<file path="src/rtl/shared_spi_slave.sv">
module shared_spi_slave #(
  parameter int AW = 8
) (
  input  logic          clk,
  input  logic          rst_n,
  input  logic [AW-1:0] own_addr,
  input  logic          has_data,
  input  logic          cs_n,
  input  logic          sclk,
  input  logic          mosi,
  output logic          somi,
  output logic          somi_oe
);
  localparam int PKT_BITS = 3 * AW;
  localparam int ACK_BITS = 4 * AW;
  localparam int CW = $clog2(PKT_BITS + 2);
  localparam logic [CW-1:0] CNT_FULL = CW'(PKT_BITS);
  localparam logic [CW-1:0] CNT_MAX  = CW'(PKT_BITS + 1);
  localparam logic [AW-1:0] CMD_PING = AW'(1);
  localparam logic [AW-1:0] CMD_POLL = AW'(2);
  localparam logic [AW-1:0] CMD_ACK  = AW'(6);
  localparam logic [AW-1:0] RES_LEN  = AW'(3);

  typedef enum logic [2:0] {IDLE, RECV, PEND, GRANT, SEND} st_t;

  st_t st, ret;
  logic [2:0] cs_sr, sck_sr;
  logic [1:0] mo_sr;
  logic [CW-1:0] cnt;
  logic [PKT_BITS-1:0] rx;
  logic [ACK_BITS-1:0] tx;

  always_ff @(posedge clk or negedge rst_n)
    if (!rst_n) begin
      cs_sr  <= '1;
      sck_sr <= '0;
      mo_sr  <= '0;
    end else begin
      cs_sr  <= {cs_sr[1:0], cs_n};
      sck_sr <= {sck_sr[1:0], sclk};
      mo_sr  <= {mo_sr[0], mosi};
    end

  wire cs_fall  = cs_sr[2] & ~cs_sr[1];
  wire cs_rise  = ~cs_sr[2] & cs_sr[1];
  wire sck_rise = ~sck_sr[2] & sck_sr[1];
  wire sck_fall = sck_sr[2] & ~sck_sr[1];

  wire [AW-1:0] f_dest = rx[3*AW-1:2*AW];
  wire [AW-1:0] f_mask = rx[2*AW-1:AW];
  wire [AW-1:0] f_cmd  = rx[AW-1:0];
  wire hit = (cnt == CNT_FULL) && (((f_dest ^ own_addr) & f_mask) == '0);

  always_ff @(posedge clk or negedge rst_n)
    if (!rst_n) begin
      st  <= IDLE;
      ret <= IDLE;
      cnt <= '0;
      rx  <= '0;
      tx  <= '0;
    end else begin
      case (st)
        IDLE, PEND:
          if (cs_fall) begin
            ret <= st;
            st  <= RECV;
            cnt <= '0;
          end
        GRANT:
          if (cs_fall) begin
            st <= SEND;
            tx <= {RES_LEN, CMD_ACK, own_addr, {(AW-1){1'b0}}, has_data};
          end
        RECV:
          if (cs_rise) begin
            if (hit && f_cmd == CMD_PING)                     st <= PEND;
            else if (hit && f_cmd == CMD_POLL && ret == PEND) st <= GRANT;
            else                                              st <= ret;
          end else if (sck_rise) begin
            if (cnt < CNT_FULL) rx <= {rx[PKT_BITS-2:0], mo_sr[1]};
            if (cnt != CNT_MAX) cnt <= cnt + 1'b1;
          end
        SEND:
          if (cs_rise) st <= IDLE;
          else if (sck_fall) tx <= {tx[ACK_BITS-2:0], 1'b0};
        default: st <= IDLE;
      endcase
    end

  assign somi_oe = (st == SEND);
  assign somi    = somi_oe & tx[ACK_BITS-1];


  oe_needs_cs_fall_chk: assert property (@(posedge clk) disable iff (!rst_n)
    $rose(somi_oe) |-> $past(cs_fall));

  oe_drops_on_rise_chk: assert property (@(posedge clk) disable iff (!rst_n)
    (somi_oe && cs_rise) |=> !somi_oe);

  ack_ends_idle_chk: assert property (@(posedge clk) disable iff (!rst_n)
    (st == SEND && cs_rise) |=> st == IDLE);

  miss_keeps_state_chk: assert property (@(posedge clk) disable iff (!rst_n)
    (st == RECV && cs_rise && !hit) |=> st == $past(ret));

  ack_leads_zero_chk: assert property (@(posedge clk) disable iff (!rst_n)
    $rose(somi_oe) |-> !somi);

  wake_on_fall_chk: assert property (@(posedge clk) disable iff (!rst_n)
    (st == IDLE && cs_fall) |=> st == RECV);
endmodule

</file>
<file path="config.mk">
export PLATFORM = sky130hd
export DESIGN_NAME = shared_spi_slave
export DESIGN_NICKNAME = d
export VERILOG_FILES = /design/src/rtl/shared_spi_slave.sv
export SDC_FILE = /design/constraint.sdc
export NUM_CORES = 1
export LEC_CHECK = 0
export BUFFER_PORTS_ARGS = -buffer_cell sky130_fd_sc_hd__buf_2
export CAP_MARGIN = 30
export CELL_PAD_IN_SITES_DETAIL_PLACEMENT = 0
export CELL_PAD_IN_SITES_GLOBAL_PLACEMENT = 2
export CORE_AREA = 2 2 93 95
export DETAILED_ROUTE_END_ITERATION = 6
export DIE_AREA = 0 0 95 97
export PLACE_DENSITY = 0.77
export SLEW_MARGIN = 40
export SYNTH_ARGS = -nofsm -noshare
export SYNTH_HDL_FRONTEND = slang
export SYNTH_SLANG_ARGS = --single-unit
</file>
<file path="constraint.sdc">
create_clock -name clk -period 2.3 [get_ports clk]
set_clock_uncertainty 0.1 [all_clocks]
set_input_delay 0.23 -clock clk [delete_from_list [all_inputs] [get_ports clk]]
set_output_delay 0.23 -clock clk [all_outputs]
set_load 0.02 [all_outputs]
</file>
After elaboration in Yosys (flattened, before gate mapping)
Index checks and enable logic that the tools add are counted.
Word-level totals
  register bits: 75
  latch bits: 0
  RAM bits: 0
  bits in read-only memories: 0
  input port bits: 14
  output and inout bits: 2
  logic and storage cells: 70
  memories kept: 0
Operators by class
  add/sub/neg operators: 1
  multiply operators: 0
  div/mod/pow operators: 0
  magnitude comparators: 1
  equal/unequal tests: 18
  shift operators: 0
  muxes and demuxes: 16
  bitwise operators: 12
  reductions and logical operators: 14
Operators with widths (count)
  $mux 32: 3
  $pmux 32 s2: 1
  $mux 5: 4
  $mux 3: 6
  $ne 2x2->1 const B: 7
  $pmux 3 s4: 1
  $reduce_and 4->1: 3
  $pmux 5 s2: 1
  $eq 3x2->1 const B: 3
  $and 8x8->8: 1
  $eq 8x1->1 const B: 1
  $eq 8x2->1 const B: 1
  $logic_not 8->1: 1
  $xor 8x8->8: 1
  $add 5x1->5 const B: 1
  $and 1x1->1: 5
  $eq 5x5->1 const B: 1
  $lt 5x5->1 const B: 1
  $ne 5x5->1 const B: 1
  $not 1->1: 5
  $reduce_and 5->1: 1
  $logic_and 1x1->1: 4
  $ne 2x1->1 const B: 2
  $reduce_bool 2->1: 2
  other kinds (5): 5

Depth between registers and ports, before layout
  depth after elaboration: 10
  depth in mapped cells: 7

Least setup slack after synthesis
No wires, ideal clock.
  path type: register -> register
  start point: register cnt[0]
  end point: register st[0]
  arrival time: 1773 ps
  data required time: 2099 ps
  slack: 327 ps
  cell stages (with the launch flop): 8
  buffers on the path: 0
  clock period less this slack: 1973 ps
  cells stage by stage: dfrtp_1 -> inv_1 -> ha_1 -> or4b_1 -> nor3_1 -> nand4_1 -> o31a_1 -> o32ai_1
Between the ends
  cells in the longest elaborated chain, start to end: 8
  elaborated cells between the ends (all ways): 9
  classes of those cells: eq/ne: 1; mux: 4; reduce/logical: 4
Ends and longest elaborated chain
  from (decl): RTL line 29  | logic [CW-1:0] cnt;
  from (signal assigned): RTL line 81  | if (cnt != CNT_MAX) cnt <= cnt + 1'b1;
  $eq 5x5->1 (*): RTL line 52  | wire hit = (cnt == CNT_FULL) && (((f_dest ^ own_addr) & f_mask) == '0);
  $logic_and 1x1->1 (*): RTL line 52
  $logic_and 1x1->1 (2 in a row): RTL line 77  | else if (hit && f_cmd == CMD_POLL && ret == PEND) st <= GRANT;
  $mux 3: RTL line 77
  $mux 3 (*): RTL line 76  | if (hit && f_cmd == CMD_PING) st <= PEND;
  $mux 3 (*): RTL line 75  | if (cs_rise) begin
  $pmux 3 s4 (*): RTL line 62  | case (st)
  to (signal assigned): RTL line 78  | else st <= ret;
  to (decl): RTL line 26  | st_t st, ret;
Every way passes the cells marked *; elsewhere a longest branch is shown, timed or not. The select of a mux whose other input is x is not followed.
A chain may end at the register's enable or synchronous reset.

Final worst setup path
  start point: register cnt[1]
  end point: register st[0]
The elaborated chain is that of the path after synthesis.

==> results.toml <==
[floorplanning]
die_w_um = 95
num_rows = 33
die_y_um = 97
dieArea_um2 = 9220
start_util = 0.401
coreArea_um2 = 8130
num_io_pins = 16

[yosys]
yosysSeqAreaShare = 0.576
yosys_register_bits = 75
yosysTopAreaCellShare = 0.552
syn_avg_cell_area_um2 = 11.5
yosysUniqueCellTypes = 42
synth_cells = 284
ys_warn_count = 0
synth_nets = 301
synthTopCellsByArea = "dfrtp_1 (55%), mux2_4 (8.3%), nand2_1 (6.1%)"
synth_top_cell_by_area = "dfrtp_1"
syn_area_um2 = 3260

[setup_path]
critical_path_class = "reg2reg"
worstPathRequired_ns = 2.45
critPathArrivalTime_ns = 2.33
startpoint = "cnt[1]"
cp-end-kind = "register"
start_kind = "register"
crit_chain = "inv_2 -> ha_2 -> or4b_4 -> nor3_4 -> nand4_1 -> o31a_1 -> o32ai_2"
max_stage_delay_ns = 0.47
slowest_stage = "or4b_4"
crit_fanout = 3
r2r_slack_ns = 0.12
reg2reg_depth = 7
r2r_end = "st[0]"
timing.rr.start = "cnt[1]"

[global_route]
grt_pass1_wl_um = 9980
first_global_vias = 2042
track_usage = 0.140
antenna_found_initial = 0
grt_max_degree = 50
globalRouteOverflowTotal = 0

[finish]
num-fill-cells = 736
syn_to_final_growth_pct = 18.9
drive_gt1_frac = 0.262
multiInputGateArea_um2 = 1340
seq_area_um2 = 1880
fin_area_um2 = 3880
diodes = 0
nets = 334
instances_no_fill = 426

[placed_design]
place.port_buffers = 15
place_area_um2 = 3510
dp_cells = 401
routabilityCongestion = 0.738
dpl.hpwl_um = 3780

[min_path]
whs_endpoint = "tx[0]"
hp-class = "in2reg"
worstHoldPathCells = 3
worstHoldStart = "has_data"

[routing]
detail-route-antenna-nets = 0
wl_um = 5870
firstDrtPassIters = 4
num_vias = 2034
wire_per_inst_um = 13.8
via_per_inst = 4.77
drc = 0
first_iter_violations = 101

[clock_tree]
insertion_delay_ns = 0.34
clk_pin_slew_worst_paths_ns = 0.07
htreeDepth = 3
cts_tree = "built"
clk_path_buf_depth = 2
cts-root-buf = "clkbuf_8"
cts.sinks = 75
cts_buffers = 9

[timing]
hold_viol = 0
whs_ns = 0.0247
period_share = 0.948
slew_headroom = 0.697
slew_viol_final = 0
setup_viol = 0
final.min_clock_period_ns = 2.18
tightest_slew_ns = 0.451
fmax_ghz = 0.458
tns_ns = 0

[job]
maxCapViolCount = 0

[power]
vdd_drop_max_mv = 0.321
p_per_area_nw_per_um2 = 747
fin_total_pwr_mw = 2.90
p_leak_nw = 1.82

[outcome]
status = "completed"
cell families (layout without fill, tap and decap cells):
kind of cell / count (synthesis) / after routing / share of synthesized area
buf+inv: 23 / 60 / 0.0353
xor+xnor: 11 / 11 / 0.0295
flops: 75 / 75 / 0.576
simple gates: 92 / 92 / 0.135
fa+ha+maj: 3 / 3 / 0.0115
mux: 31 / 31 / 0.125
compound gates: 49 / 49 / 0.0885
routing by layer:
metal,track usage,wire (um),vias to the layer above
met3,0.0312,183,12
met2,0.198,2630,26
met1,0.197,2890,961
li1,-,-,1035
met4,0.0803,160,0
met5,0,0,-
worst max path at each step:
stage / endpoint / slack (ns)
after floorplan: st[0] / 0.33
after global placement: st[0] / 0.23
after detailed placement: st[2] / 0.09
after global routing: st[0] / -0.005
after CTS: st[0] / 0.04
final: st[0] / 0.12
synth_stat cells, drive strengths merged:
cell type   n
dfrtp      72
nand2      54
o21ai      29
mux2       23
inv        12
nor3       11
xor2       11
buf         9
nor2        9
mux2i       8
a21oi       7
a22oi       4
nand2b      4
dfstp       3
ha          3
nand4       3
o31ai       3
clkbuf      2
nand3       2
nor4        2
a21o        1
a221o       1
a31o        1
and2b       1
and3        1
and4b       1
nor2b       1
nor3b       1
o31a        1
o32ai       1
o41ai       1
or3b        1
or4b        1
worst max-delay path, delay by kind of cell (launching register included):
kind,cells,cell delay (ns)
compound gates,2,0.55
flops,1,0.41
simple gates,3,0.79
buf+inv,1,0.08
fa+ha+maj,1,0.16
sequential cells by signal, indices dropped and copies added, names as in the netlist:
name	count
cnt	5
cs_sr	3
mo_sr	2
ret	3
rx	24
sck_sr	3
st	3
tx	32
cell usage in the layout, fill, tap and decap left out, drive strengths merged, types with 2 or more instances in the layout:
master	synthesis	layout
inv	12	12
a21oi	7	7
clkbuf	2	10
mux2	23	23
ha	3	3
a22oi	4	4
bufinv	0	3
dfstp	3	3
o31ai	3	3
nor2	9	9
xor2	11	11
nor3	11	11
nand2	54	54
nor4	2	2
mux2i	8	8
dfrtp	72	72
nand2b	4	4
nand4	3	3
dlygate4sd3	0	4
nand3	2	2
buf	9	29
o21ai	29	29
metrics by stage:
stage / utilization / setup slack [ns]
floorplan: - / 0.327
global placement: 0.431 / 0.227
detailed placement: 0.431 / 0.0856
CTS: 0.465 / 0.0443
global route: 0.477 / -0.00511
finish: 0.477 / 0.119
area by class of cell:
class	instances	share of cell area
flip-flops and latches	75	0.484
multi-input cells	186	0.344
repair buffers	33	0.0670
well taps	105	0.0338
clock buffers	10	0.0329
clock inverters	5	0.0264
inverters	12	0.0116
timing repair:
action / in CTS / in global routing
endpoints found under the setup margin: 0 / 3
buffers inserted: 0 / 6
hold endpoints to repair: 55 / 0
hold buffers: 4 / 0
gates resized for setup: 0 / 12
where the power goes:
part	leakage (nW)	switching, mW	internal, mW
clock network	0.112	0.475	0.713
logic	0.741	0.127	0.145
registers	0.969	0.0603	1.38
total	1.82	0.662	2.24
No activity file was read; power rests on OpenSTA's default activity.
